<file path="config.mk">
export PLATFORM = sky130hd
export DESIGN_NAME = ps2_kbd_tx
export DESIGN_NICKNAME = d
export VERILOG_FILES = /design/src/rtl/kbd_pkg.sv /design/src/rtl/kbd_event_scan.sv /design/src/rtl/kbd_byte_fifo.sv /design/src/rtl/kbd_frame_tx.sv /design/src/rtl/ps2_kbd_tx.sv
export SDC_FILE = /design/constraint.sdc
export NUM_CORES = 1
export LEC_CHECK = 0
export BUFFER_PORTS_ARGS = -buffer_cell sky130_fd_sc_hd__buf_2
export CORE_UTILIZATION = 30
export CTS_BUF_LIST = sky130_fd_sc_hd__clkbuf_8
export DETAILED_ROUTE_END_ITERATION = 10
export PLACE_DENSITY = 0.51
export REMOVE_ABC_BUFFERS = 1
export SLEW_MARGIN = 15
export SYNTH_ARGS = -nofsm -noshare
export SYNTH_HDL_FRONTEND = slang
export SYNTH_SLANG_ARGS = --single-unit
</file>
<file path="constraint.sdc">
create_clock -name clk -period 5.6 [get_ports clk]
set_clock_uncertainty 0.1 [all_clocks]
set_input_delay 0 -clock clk [delete_from_list [all_inputs] [get_ports clk]]
set_output_delay 0 -clock clk [all_outputs]
set_load 0.05 [all_outputs]
</file>
<file path="src/rtl/kbd_pkg.sv">
package kbd_pkg;
  typedef logic [7:0] byte_t;
  localparam byte_t BREAK_PREFIX = 8'hF0;
  localparam int unsigned FRAME_BITS = 11;
  typedef enum logic [1:0] {TX_IDLE, TX_HIGH, TX_LOW, TX_GAP} tx_state_e;
endpackage

</file>
<file path="src/rtl/kbd_event_scan.sv">
module kbd_event_scan
  import kbd_pkg::*;
#(
  parameter int unsigned NKEYS = 4,
  parameter logic [NKEYS*8-1:0] KEY_CODES = 32'h1D1B121C,
  parameter int unsigned DELAY_CYC = 25_000_000,
  parameter int unsigned REPEAT_CYC = 5_000_000
) (
  input  logic             clk,
  input  logic             rst,
  input  logic [NKEYS-1:0] key_held,
  input  logic             fifo_full,
  output logic             push,
  output byte_t            push_byte,
  output logic             pend
);
  localparam int unsigned KW = (NKEYS > 1) ? $clog2(NKEYS) : 1;
  localparam int unsigned TMAX = (DELAY_CYC > REPEAT_CYC) ? DELAY_CYC : REPEAT_CYC;
  localparam int unsigned TW = $clog2(TMAX + 1);

  logic [NKEYS-1:0] prev_q, chg;
  logic [KW-1:0]    sel, last_q;
  logic             found, rep_on_q, pend_q, do_ev, do_rep;
  logic [TW-1:0]    timer_q;
  byte_t            pend_code_q, sel_code, last_code;

  for (genvar g = 0; g < NKEYS; g++) begin : g_chg
    assign chg[g] = key_held[g] ^ prev_q[g];
  end

  always_comb begin
    found = 1'b0;
    sel   = '0;
    for (int i = 0; i < NKEYS; i++) begin
      if (chg[i] && !found) begin
        found = 1'b1;
        sel   = KW'(i);
      end
    end
  end

  assign sel_code  = KEY_CODES[int'(sel)*8 +: 8];
  assign last_code = KEY_CODES[int'(last_q)*8 +: 8];

  always_comb begin
    push      = 1'b0;
    push_byte = '0;
    do_ev     = 1'b0;
    do_rep    = 1'b0;
    if (!fifo_full) begin
      if (pend_q) begin
        push      = 1'b1;
        push_byte = pend_code_q;
      end else if (found) begin
        push      = 1'b1;
        do_ev     = 1'b1;
        push_byte = key_held[sel] ? sel_code : BREAK_PREFIX;
      end else if (rep_on_q && timer_q == '0) begin
        push      = 1'b1;
        do_rep    = 1'b1;
        push_byte = last_code;
      end
    end
  end

  always_ff @(posedge clk) begin
    if (rst) begin
      prev_q      <= '0;
      last_q      <= '0;
      rep_on_q    <= 1'b0;
      pend_q      <= 1'b0;
      pend_code_q <= '0;
      timer_q     <= '0;
    end else begin
      if (rep_on_q && timer_q != '0) timer_q <= timer_q - 1'b1;
      if (pend_q && !fifo_full) pend_q <= 1'b0;
      if (do_ev) begin
        prev_q[sel] <= key_held[sel];
        if (key_held[sel]) begin
          last_q   <= sel;
          rep_on_q <= 1'b1;
          timer_q  <= TW'(DELAY_CYC - 1);
        end else begin
          pend_q      <= 1'b1;
          pend_code_q <= sel_code;
          if (last_q == sel) rep_on_q <= 1'b0;
        end
      end else if (do_rep) begin
        timer_q <= TW'(REPEAT_CYC - 1);
      end
    end
  end

  assign pend = pend_q;

  // a break prefix is always followed by its code before anything else
  assert_break_pair_R5: assert property (@(posedge clk) disable iff (rst)
    (push && !pend_q && push_byte == BREAK_PREFIX) |=> (pend_q && !do_ev && !do_rep));
endmodule

</file>
<file path="src/rtl/kbd_byte_fifo.sv">
module kbd_byte_fifo
  import kbd_pkg::*;
#(
  parameter int unsigned DEPTH = 4
) (
  input  logic  clk,
  input  logic  rst,
  input  logic  wr_en,
  input  byte_t wr_data,
  input  logic  rd_en,
  output byte_t rd_data,
  output logic  full,
  output logic  empty
);
  localparam int unsigned AW = (DEPTH > 1) ? $clog2(DEPTH) : 1;

  byte_t         mem [DEPTH];
  logic [AW-1:0] wp_q, rp_q;
  logic [AW:0]   cnt_q;

  assign full    = (cnt_q == (AW+1)'(DEPTH));
  assign empty   = (cnt_q == '0);
  assign rd_data = mem[rp_q];

  always_ff @(posedge clk) begin
    if (rst) begin
      wp_q  <= '0;
      rp_q  <= '0;
      cnt_q <= '0;
    end else begin
      if (wr_en) begin
        mem[wp_q] <= wr_data;
        wp_q <= (wp_q == AW'(DEPTH - 1)) ? '0 : wp_q + 1'b1;
      end
      if (rd_en) rp_q <= (rp_q == AW'(DEPTH - 1)) ? '0 : rp_q + 1'b1;
      cnt_q <= cnt_q + (AW+1)'(wr_en) - (AW+1)'(rd_en);
    end
  end

  assert_no_overflow_R10: assert property (@(posedge clk) disable iff (rst)
    wr_en |-> !full);
  assert_no_underflow_R10: assert property (@(posedge clk) disable iff (rst)
    rd_en |-> !empty);
endmodule

</file>
<file path="src/rtl/kbd_frame_tx.sv">
module kbd_frame_tx
  import kbd_pkg::*;
#(
  parameter int unsigned HALF_CYC = 2000
) (
  input  logic  clk,
  input  logic  rst,
  input  logic  byte_valid,
  input  byte_t byte_data,
  output logic  byte_ready,
  output logic  clk_low,
  output logic  dat_low,
  output logic  active
);
  localparam int unsigned CW = $clog2(HALF_CYC + 1);

  tx_state_e st_q;
  logic [FRAME_BITS-1:0] sh_q;
  logic [3:0]    bit_q;
  logic [CW-1:0] cnt_q;
  logic          clk_low_q, dat_low_q;

  assign byte_ready = (st_q == TX_IDLE);
  assign active     = (st_q != TX_IDLE);
  assign clk_low    = clk_low_q;
  assign dat_low    = dat_low_q;

  always_ff @(posedge clk) begin
    if (rst) begin
      st_q      <= TX_IDLE;
      sh_q      <= '1;
      bit_q     <= '0;
      cnt_q     <= '0;
      clk_low_q <= 1'b0;
      dat_low_q <= 1'b0;
    end else begin
      unique case (st_q)
        TX_IDLE: if (byte_valid) begin
          sh_q      <= {1'b1, ~^byte_data, byte_data, 1'b0};
          bit_q     <= '0;
          cnt_q     <= CW'(HALF_CYC - 1);
          dat_low_q <= 1'b1;
          st_q      <= TX_HIGH;
        end
        TX_HIGH: if (cnt_q == '0) begin
          clk_low_q <= 1'b1;
          cnt_q     <= CW'(HALF_CYC - 1);
          st_q      <= TX_LOW;
        end else cnt_q <= cnt_q - 1'b1;
        TX_LOW: if (cnt_q == '0) begin
          clk_low_q <= 1'b0;
          cnt_q     <= CW'(HALF_CYC - 1);
          if (bit_q == 4'(FRAME_BITS - 1)) begin
            dat_low_q <= 1'b0;
            st_q      <= TX_GAP;
          end else begin
            bit_q     <= bit_q + 1'b1;
            sh_q      <= {1'b1, sh_q[FRAME_BITS-1:1]};
            dat_low_q <= ~sh_q[1];
            st_q      <= TX_HIGH;
          end
        end else cnt_q <= cnt_q - 1'b1;
        TX_GAP: if (cnt_q == '0) st_q <= TX_IDLE;
                else cnt_q <= cnt_q - 1'b1;
        default: st_q <= TX_IDLE;
      endcase
    end
  end

  assert_dat_stable_R2: assert property (@(posedge clk) disable iff (rst)
    (clk_low_q && $past(clk_low_q)) |-> $stable(dat_low_q));
  assert_clk_low_width_R2: assert property (@(posedge clk) disable iff (rst)
    $rose(clk_low_q) |=> clk_low_q || (HALF_CYC == 1));
endmodule

</file>
<file path="src/rtl/ps2_kbd_tx.sv">
module ps2_kbd_tx
  import kbd_pkg::*;
#(
  parameter int unsigned NKEYS = 4,
  parameter logic [NKEYS*8-1:0] KEY_CODES = 32'h1D1B121C,
  parameter int unsigned HALF_CYC = 2000,
  parameter int unsigned DELAY_CYC = 25_000_000,
  parameter int unsigned REPEAT_CYC = 5_000_000,
  parameter int unsigned FIFO_DEPTH = 4
) (
  input  logic             clk,
  input  logic             rst,
  input  logic [NKEYS-1:0] key_held,
  output logic             ps2_clk_low,
  output logic             ps2_dat_low,
  output logic             busy
);
  logic  push, pend, full, empty, pop, tx_active;
  byte_t push_byte, head;

  kbd_event_scan #(
    .NKEYS(NKEYS), .KEY_CODES(KEY_CODES),
    .DELAY_CYC(DELAY_CYC), .REPEAT_CYC(REPEAT_CYC)
  ) u_scan (
    .clk(clk), .rst(rst), .key_held(key_held), .fifo_full(full),
    .push(push), .push_byte(push_byte), .pend(pend)
  );

  kbd_byte_fifo #(.DEPTH(FIFO_DEPTH)) u_fifo (
    .clk(clk), .rst(rst), .wr_en(push), .wr_data(push_byte),
    .rd_en(pop), .rd_data(head), .full(full), .empty(empty)
  );

  logic tx_ready;
  assign pop = tx_ready && !empty;

  kbd_frame_tx #(.HALF_CYC(HALF_CYC)) u_tx (
    .clk(clk), .rst(rst), .byte_valid(!empty), .byte_data(head),
    .byte_ready(tx_ready), .clk_low(ps2_clk_low), .dat_low(ps2_dat_low),
    .active(tx_active)
  );

  assign busy = tx_active || !empty || pend;

  assert_idle_released_R3: assert property (@(posedge clk) disable iff (rst)
    !busy |-> (!ps2_clk_low && !ps2_dat_low));
  assert_clk_busy_R9: assert property (@(posedge clk) disable iff (rst)
    ps2_clk_low |-> busy);
endmodule

</file>
* Yosys cells after proc, flatten, opt, wreduce, memory -nomap -nowiden
Memory sizes are Yosys's and may differ from the RTL's. A register that Yosys moved wholly into a read port is not among the register bits.
Cells that the tools add are included.
** Storage, ports and cells
- Memories :: 1
- Word-level logic and storage cells :: 149
- Memory bits (writable) :: 32
- Latch bits :: 0
- Bits in read-only memories :: 0
- Output and inout bits :: 3
- Register bits after elaboration :: 78
- Input port bits :: 6
** Memories
- u_fifo.mem :: depth 4, width 8, read ports 1, clocked after memory_dff 1, write ports 1, RTL line kbd_byte_fifo.sv:17 : byte_t mem [DEPTH];
** Operators by class
- Reductions and logical operators :: 34
- Shift operators :: 2
- Equality and inequality tests :: 14
- Muxes and demuxes :: 68
- Bitwise operators :: 6
- $lt $le $gt $ge :: 2
- Add/sub/neg operators :: 7
- Div/mod/pow operators :: 0
- $mul :: 0
** Operator list (count)
- 25-bit 2-to-1 mux :: 4
- 11-bit 2-to-1 mux :: 6
- 32-bit by 6-bit variable part select with 8-bit output (first input constant) :: 2
- 8-bit 2-to-1 mux :: 5
- 11-bit case mux with 3 select lines :: 1
- 1-bit 2-to-1 mux :: 30
- 25-bit zero test :: 1
- 25-bit nonzero test :: 1
- 25-bit by 1-bit subtractor with 25-bit output (second input constant) :: 1
- 2-bit 2-to-1 mux :: 11
- 11-bit case mux with 2 select lines :: 1
- 4-bit 2-to-1 mux :: 3
- 11-bit zero test :: 1
- 11-bit by 1-bit subtractor with 11-bit output (second input constant) :: 1
- 2-bit equality test (second input constant) :: 4
- 1-bit logical AND :: 8
- 2-bit case mux with 4 select lines :: 1
- 4-bit case mux with 2 select lines :: 1
- 2-bit AND reduction :: 4
- 4-bit AND reduction :: 2
- 2-bit nonzero test :: 4
- 8-bit XNOR reduction :: 1
- 2-bit by 1-bit inequality test with 1-bit output (second input constant) :: 3
- 2-bit inequality test (second input constant) :: 3
- other kinds (22) :: 34

* Logic depth before layout (Yosys ltp)
Gate-level depths: netlist of the first run.
- Depth in word-level cells :: 17
- Mapped depth :: 13
- Mapped depth without buffers :: 13

* Modules after synthesis
A second synthesis of the first run with hierarchy kept.
** Unflattened totals
- Cells, all modules :: 559
- Area, all modules :: 5721.7 um2
** By module, submodules not included
- kbd_event_scan :: sequential area each 760.7 um2, instances 1, cells an instance 268, area an instance 2366.0 um2
- kbd_frame_tx :: sequential area each 560.5 um2, instances 1, cells an instance 202, area an instance 1716.6 um2
- kbd_byte_fifo :: sequential area each 1141.1 um2, instances 1, cells an instance 86, area an instance 1617.8 um2
- ps2_kbd_tx :: sequential area each 0.0 um2, instances 1, cells an instance 3, area an instance 21.3 um2

* Least setup slack after synthesis of the first run
No wires, ideal clock.
- Path kind :: register to register
- Start point :: register u_scan.timer_q[5]
- End point :: register u_fifo.cnt_q[2]
- Data arrival time :: 3073 ps
- Buffers on the path :: 1
- Stages on the path, launching flop included :: 13
- Library setup time :: 128 ps
- Clock period less this slack :: 3301 ps
- Slack :: 2299 ps
- Required time :: 5372 ps
- Cell sequence :: dfxtp_1 > or4_4 > buf_6 > or4_1 > nor2_1 > a21oi_1 > ha_1 > inv_1 > ha_1 > fa_1 > xnor2_1 > xnor2_1 > nor2_1
** On the way
- Longest elaborated chain between the ends :: 8
** RTL lines
- start, declared :: RTL line kbd_event_scan.sv:24 : logic [TW-1:0] timer_q;
- start signal, assigned :: RTL line kbd_event_scan.sv:75 : if (rep_on_q && timer_q != '0) timer_q <= timer_q - 1'b1;
- start signal, assigned :: RTL line kbd_event_scan.sv:82 : timer_q <= TW'(DELAY_CYC - 1);
- start signal, assigned :: RTL line kbd_event_scan.sv:89 : timer_q <= TW'(REPEAT_CYC - 1);
- 25-bit zero test :: RTL line kbd_event_scan.sv:58 : end else if (rep_on_q && timer_q == '0) begin
- 1-bit logical AND :: RTL line kbd_event_scan.sv:58
- 1-bit 2-to-1 mux :: RTL line kbd_event_scan.sv:58
- 1-bit 2-to-1 mux :: RTL line kbd_event_scan.sv:54 : end else if (found) begin
- 1-bit 2-to-1 mux :: RTL line kbd_event_scan.sv:51 : if (pend_q) begin
- 1-bit 2-to-1 mux :: RTL line kbd_event_scan.sv:50 : if (!fifo_full) begin
- 3-bit by 1-bit adder with 3-bit output :: RTL line kbd_byte_fifo.sv:36 : cnt_q <= cnt_q + (AW+1)'(wr_en) - (AW+1)'(rd_en);
- 3-bit by 1-bit subtractor with 3-bit output :: RTL line kbd_byte_fifo.sv:36
- end signal, assigned :: RTL line kbd_byte_fifo.sv:36
- end, declared :: RTL line kbd_byte_fifo.sv:19 : logic [AW:0] cnt_q;
No other way between the ends.
A chain may end at the register's enable or synchronous reset.

* Final worst setup path of the first run
Ends and elaborated chain as after synthesis.

==> metrics.md, run 1 <==
| Metric | Value |
|---|---|
| CP endpoint kind | register |
| EDFF count, synth | 24 |
| Critical path, cell by cell | or4_4, or4_1, nor2_1, a21oi_1, ha_1, inv_1, ha_1, fa_1, xnor2_1, xnor2_1, nor2_1 |
| Fraction of layout cells with a size suffix above 1 | 7.607% |
| CTS tree | built |
| Synthesized flop and latch total | 99 |
| Final HPWL DP | 7116 um |
| Antenna violations before repair | 0 |
| Clock Root Buffer | clkbuf_8 |
| Multi-input logic area | 2554 um^2 |
| # setup viols final | 0 |
| Global-route wire length before repair | 17600 um |
| Post-Syn Instances | 531 |
| Register Area | 2222 um^2 |
| Reg2Reg Depth | 11 |
| Site row count | 46 |
| Max Buffers Root-to-Sink | 2 |
| Status | complete, no violations |
| Drt initial violations | 256 |
| Max-Slew Margin vs Limit | 43.34% |
| Ant diodes | 0 |
| Final net count | 561 |
| Placed cell areas | 5226 um^2 |
| Hold depth | 6 |
| Fill cells | 1641 |
| Clk sink count | 99 |
| DR vias | 3683 |
| IO Port Bufs | 8 |
| Synth Flop Type | dfxtp_1 |
| Largest net degree at the start of global routing | 52 |
| Asr flop ratio synth | 0% |
| Post-CTS setup buffers | 0 |
| Yosys warns | 0 |
| # DRC | 0 |
| Die Y | 130.7 um |
| Unrepaired setup endpoints after global routing | false |
| Post-DR vias/cell | 4.878 |
| Average size of a mapped cell | 9.362 um^2 |
| Post-Route WL | 10180 um |
| Maxcap violations | 0 |
| Max Slew Vio Count | 0 |
| Worst-margin pin slew | 0.8500 ns |
| Total die area | 17090 um^2 |
| First-pass DRT Iterations | 6 |
| Critical path type | register to register |
| Core Region | 16060 um^2 |
| Crit-path max FO | 7 |
| H-tree depth | 3 |
| Total GRT Usage | 13.32% |
| DIE WIDTH | 130.7 um |
| TritonCTS buffer count | 9 |
| Peak supply drop | 240.2 uV |
| Vias in the first global route | 3651 |
| Fmax | 282.5 MHz |
| Startpoint Class | register |
| Worst hold path class | input port to register |
| Clk_lat worst skew | 0.38 ns |
| Setup TNS | 0 ns |
| Pwr Density | 572.3 nW/um^2 |
| Clk pin slew, worst setup/hold paths | 0.09 ns |
| Gpl congestion | 0.8008 |
| Max incr delay on CP | 0.61 ns |
| Initial Utilization | 30.96% |
| Final Hold Fails | 0 |
| Crit-path slowest cell | or4_4 |
| Post-Syn Area | 4971 um^2 |
| Layout Area Growth over Synthesis | 9.791% |
| Design area | 5458 um^2 |
| Critical Path RT | 5.75 ns |
| Crit path DAT | 3.69 ns |
| GRT overflow | 0 |
| Sequential share of the synthesized area | 44.70% |
| Antenna viol nets, final | 0 |
| WL/cell | 13.48 um |
| Final worst-path cycle share | 63.21% |
| Min cycle time layout | 3.540 ns |
| Synth unique cells | 58 |
| Leak | 1.938 nW |
| I/O pin total | 9 |
-- report_power, final --
group | leakage [nW] | internal, W | switching, W | total, W
logic | 0.997 | 0.000573 | 0.000858 | 0.00143
registers | 0.840 | 0.000998 | 0.000186 | 0.00118
clock network | 0.101 | 0.000250 | 0.000259 | 0.000509
-- sequential cells by signal, summed over array words and instances (netlist names), 3 cells and up, named ones only --
register	flops
u_fifo.cnt_q	3
u_fifo.mem	24
u_scan.pend_code_q	5
u_scan.prev_q	4
u_scan.timer_q	25
u_tx.bit_q	4
u_tx.cnt_q	11
u_tx.sh_q	9
-- area by class of cell --
cell class	count	area share, %
repair buffers	12	1.330
clock inverters	7	1.674
flip-flops and latches	99	40.72
clock buffers	9	2.270
inverters	33	2.270
well taps	216	4.952
multi-input cells	379	46.79
-- repair_timing --
action / in CTS / in global routing
hold buffers: 1 / 0
gates resized for setup: 0 / 0
hold endpoints to repair: 9 / 0
-- placed cells by master (no fill, tap or decap), types with 20 or more instances in the layout --
master and count:
dfxtp_1 75, ha_1 20, nand2_1 29, xnor2_1 23, nor2_1 64, a21oi_1 40, o21ai_0 20, edfxtp_1 24
nor3_1 29, inv_1 32
-- synth_stat cells (3+ instances only) --
library cell | n | share of area [%]
xnor2_1 | 23 | 4.1
nor4_1 | 5 | 0.63
o21ai_1 | 8 | 0.81
o21a_1 | 3 | 0.45
ha_1 | 20 | 5.0
or3_1 | 5 | 0.63
o21ai_0 | 20 | 2.0
and4_1 | 4 | 0.70
or4_1 | 3 | 0.45
mux2i_1 | 7 | 1.4
dfxtp_1 | 75 | 30
clkbuf_1 | 19 | 1.4
inv_1 | 32 | 2.4
mux4_2 | 6 | 2.7
o22ai_1 | 3 | 0.38
nor2b_1 | 10 | 1.3
nor3_1 | 30 | 3.0
a311oi_1 | 3 | 0.53
nand2b_1 | 8 | 1.0
nand2_1 | 29 | 2.2
edfxtp_1 | 24 | 14
nand3_1 | 5 | 0.50
and2_1 | 7 | 0.88
xor2_1 | 15 | 2.6
nor2_1 | 64 | 4.8
a22oi_1 | 3 | 0.45
a21oi_1 | 40 | 4.0
a211oi_1 | 19 | 2.9
nor4b_1 | 4 | 0.70
-- cell families after synthesis --
family	count (synthesis)	share of synthesized area, %
XOR/XNOR	38	6.695
flip-flops	99	44.70
adder cells (fa/ha/maj)	22	5.638
AND/OR/NAND/NOR	192	20.26
buffers and inverters	53	4.153
multiplexers	13	4.128
AO/OA/AOI/OAI	114	14.42
-- path summary, 6_finish.rpt --
kind	end	slack, ns	startpoint
worst max-delay path	u_fifo.cnt_q[2]	2.06	u_scan.timer_q[5]
worst min-delay path	u_scan.last_q[0]	0.13	key_held[3]
worst min register to register	u_scan.pend_code_q[4]	0.37	u_scan.pend_code_q[4]
worst max register to register	u_fifo.cnt_q[2]	2.06	u_scan.timer_q[5]
-- critical path: cells and delay by family, from the launching register on --
kind | cells | cell delay, ns
AND/OR/NAND/NOR | 4 | 1.44
adder cells (fa/ha/maj) | 3 | 0.88
flip-flops | 1 | 0.37
XOR/XNOR | 2 | 0.34
AO/OA/AOI/OAI | 1 | 0.22
buffers and inverters | 1 | 0.04
-- per-stage QoR --
stage | worst slack (ns) | power (W) | std cells | hold slack [ns] | util, %
2_1_floorplan | 2.381 | 0.002271 | 511 | -0.03093 | -
3_5_place_dp | 2.068 | 0.002622 | 738 | 0.3579 | 32.55
3_3_place_gp | 2.158 | 0.002590 | 738 | 0.3450 | 32.55
6_report | 2.060 | 0.003123 | 755 | 0.1286 | 33.99
5_1_grt | 1.889 | 0.003407 | 755 | 0.1554 | 33.99
4_1_cts | 2.041 | 0.003153 | 755 | 0.1030 | 33.95
-- per-layer routing --
metal | part of all wire, % | track usage, %
met5 | 0 | 0
met4 | 1.1 | 3.989
met3 | 2.4 | 3.420
met2 | 48 | 22.66
met1 | 49 | 16.53
(Power assumes the default switching activity.)
==> inputs of run 2 (changes only) <==
--- a/config.mk
+++ b/config.mk
@@ -5,6 +5,7 @@
 export SDC_FILE = /design/constraint.sdc
 export NUM_CORES = 1
 export LEC_CHECK = 0
+export ABC_AREA = 1
 export BUFFER_PORTS_ARGS = -buffer_cell sky130_fd_sc_hd__buf_2
 export CORE_UTILIZATION = 30
 export CTS_BUF_LIST = sky130_fd_sc_hd__clkbuf_8
==> constraint.sdc (replaced) <==
create_clock -name clk -period 3.7 [get_ports clk]
set_clock_uncertainty 0.1 [all_clocks]
set_input_delay 0 -clock clk [delete_from_list [all_inputs] [get_ports clk]]
set_output_delay 0 -clock clk [all_outputs]
set_load 0.05 [all_outputs]
==> metrics.md, run 2 <==
| Metric | Value |
|---|---|
| DR vias | 4782 (+30%) |
| Average size of a mapped cell | 7.153 um^2 (-24%) |
| Critical path type | register to register |
| Peak supply drop | 333.9 uV (+39%) |
| Global-route wire length before repair | 22220 um (+26%) |
| Post-Route WL | 13060 um (+28%) |
| Final Hold Fails | 0 (unchanged) |
| Asr flop ratio synth | 0% (unchanged) |
| Reg-to-reg critical path endpoint | u_fifo.cnt_q[2] |
| CP endpoint kind | register |
| Fill cells | 2097 (+28%) |
| Min cycle time layout | 2.637 ns (-0.9025 ns) |
| IO Port Bufs | 8 (unchanged) |
| Max incr delay on CP | 0.37 ns (-0.24 ns) |
| Gpl congestion | 0.8005 (about the same) |
| Crit path DAT | 2.82 ns (-0.87 ns) |
| Clock Root Buffer | clkbuf_8 |
| Register-to-register setup slack | 1.06 ns (-1.00 ns) |
| Die Y | 141.4 um (+8.2%) |
| Most frequent cells in the layout | nand2_1 (219), nor2_1 (103), inv_1 (98), dfxtp_1 (75), nand3_1 (53) |
| Synth Flop Type | dfxtp_1 |
| Cts repair resizes | 0 (unchanged) |
| Site row count | 50 (+8.7%) |
| Commonest non-fill, non-tap cell in the layout | nand2_1 |
| Yosys top cell by area | dfxtp_1 |
| Reg2Reg Depth | 15 (+4) |
| CTS Hold Bufs | 0 (-1) |
| Min-delay src | rst |
| DIE WIDTH | 141.4 um (+8.2%) |
| GRT overflow | 0 (unchanged) |
| Top post-synthesis cells by count | nand2_1 (219), nor2_1 (103), inv_1 (98) |
| Pwr Density | 956.8 nW/um^2 (+67%) |
| Layout Area Growth over Synthesis | 7.641% |
| Final net count | 843 (+50%) |
| Drt initial violations | 262 (+2.3%) |
| Critical Path RT | 3.88 ns (-1.87 ns) |
| Largest reg by FF count | u_scan.timer_q |
| Clk_lat worst skew | 0.40 ns (+0.02 ns) |
| Antenna viol nets, final | 0 (unchanged) |
| Initial Utilization | 30.85% (-0.10 points) |
| I/O pin total | 9 (unchanged) |
| Total die area | 19990 um^2 (+17%) |
| Fmax | 379.2 MHz (+34%) |
| Post-Syn Instances | 815 (+53%) |
| Pwr Total | 0.006004 W (+92%) |
| Largest registers | u_scan.timer_q x25, u_fifo.mem x24, u_tx.cnt_q x11 |
| Post-CTS setup buffers | 0 (unchanged) |
| Sequential share of the synthesized area | 38.12% (-6.6 points) |
| TritonCTS buffer count | 9 (unchanged) |
| Crit. Startpoint | u_scan.timer_q[0] |
| Final HPWL DP | 9208 um (+29%) |
| Reg2Reg Launch Point | u_scan.timer_q[0] |
| WP depth | 15 (+4) |
| Max-Slew Margin vs Limit | 56.64% (+13 points) |
| Final worst-path cycle share | 71.27% (+8.1 points) |
| Largest cells by area after synthesis | dfxtp_1 (26%), nand2_1 (14%), edfxtp_1 (12%), nor2_1 (6.6%), inv_1 (6.3%) |
| Max Slew Vio Count | 0 (unchanged) |
| Clk sink count | 99 (unchanged) |
| Fraction of layout cells with a size suffix above 1 | 11.45% (+3.8 points) |
| EDFF count, synth | 24 (unchanged) |
| CTS tree | built |
| H-tree depth | 3 (unchanged) |
| Synth unique cells | 39 (-33%) |
| Worst hold path class | input port to register |
| Max reg flops | 25 (unchanged) |
| WL/cell | 12.08 um (-10%) |
| # setup viols final | 0 (unchanged) |
| Maxcap violations | 0 (unchanged) |
| Leak | 2.888 nW (+49%) |
| Critical path's top delay family | adder cells |
| Vias in the first global route | 4486 (+23%) |
| Hold depth | 3 (-3) |
| Core Region | 18890 um^2 (+18%) |
| Post-DR vias/cell | 4.424 (-9.3%) |
| First-pass DRT Iterations | 4 (-2) |
| Synthesized flop and latch total | 99 (unchanged) |
| Top-count cell post-synth | nand2_1 |
| # DRC | 0 (unchanged) |
| Startpoint Class | register |
| Setup TNS | 0 ns (unchanged) |
| Post-Syn Area | 5829 um^2 (+17%) |
| Largest net degree at the start of global routing | 39 (-25%) |
| Critical path, cell by cell | inv_1, ha_1, nand2_1, nor2_1, nand2_1, nor2_4, nand2_1, nand3_1, nand2_2, ha_1, inv_1, ha_1, fa_1, xor2_1, nor2_1 |
| Total GRT Usage | 14.11% (+0.79 points) |
| Hold EP | u_scan.timer_q[13] |
| Status | complete, no violations |
| Crit-path slowest cell | fa_1 |
| Yosys warns | 0 (unchanged) |
| Clk pin slew, worst setup/hold paths | 0.11 ns (+0.02 ns) |
| Unrepaired setup endpoints after global routing | false |
| Crit-path max FO | 5 (-2) |
| Post-synth top area share | 25.76% (-4.4 points) |
| Worst Path Buf+Inv | 2 (+1) |
| Ant diodes | 0 (unchanged) |
| Max Buffers Root-to-Sink | 2 (unchanged) |
| Worst-margin pin slew | 0.6504 ns (-0.1996 ns) |
| Antenna violations before repair | 0 (unchanged) |
-- run 2: layer usage --
metal	vias up	track usage (%)	share of wire [%]
met1	2116	19.32	53
met5	-	0	0
met2	59	22.12	43
met3	13	2.531	3.1
li1	2594	-	-
met4	0	5.263	1.5
-- run 2: logic make-up after synthesis --
family          share of synthesized area [%]
compound gates                          10.26
flops                                   38.12
xor+xnor                                3.456
fa+ha+maj                               4.636
buf+inv                                 9.165
simple gates                            34.36
-- run 2: layout make-up --
class	instances	area, um^2	area share (%)
Clock buffer	9	123.9	1.974
Clock inverter	7	62.56	0.9970
Inverter	108	405.4	6.461
Multi-Input combinational cell	587	3073	48.97
Sequential cell	99	2222	35.41
Tap cell	260	325.3	5.184
Timing Repair Buffer	11	62.56	0.9970
-- run 2: metrics by stage --
| stage | area [um^2] | setup slack [ns] | hold WS [ns] | util (%) | instances |
|---|---|---|---|---|---|
| detailed placement | 6088 | 1.063 | 0.3455 | 32.23 | 1065 |
| global placement | 6088 | 1.098 | 0.3429 | 32.23 | 1065 |
| global route | 6275 | 0.8277 | 0.04809 | 33.21 | 1081 |
| CTS | 6275 | 1.060 | 0.03093 | 33.21 | 1081 |
| finish | 6275 | 1.063 | 0.04217 | 33.21 | 1081 |
| floorplan | 5700 | 1.262 | -0.03756 | - | 794 |
-- run 2: worst max path at each step --
stage	slack [ns]	end
final	1.06	u_fifo.cnt_q[2]
after global routing	0.83	u_tx.bit_q[1]
after CTS	1.06	u_fifo.cnt_q[2]
after detailed placement	1.06	u_fifo.cnt_q[2]
after global placement	1.10	u_fifo.cnt_q[2]
after floorplan	1.26	u_fifo.cnt_q[2]
-- run 2: report_power, final --
part | switching [W] | internal, W
sequential | 0.000298 | 0.00156
clock | 0.000443 | 0.000261
combinational | 0.00232 | 0.00112
total | 0.00306 | 0.00294
-- run 2: tightest hold or removal path, delay by kind of cell --
family | cells | cell delay (ns)
compound gates | 1 | 0.15
buf+inv | 2 | 0.35
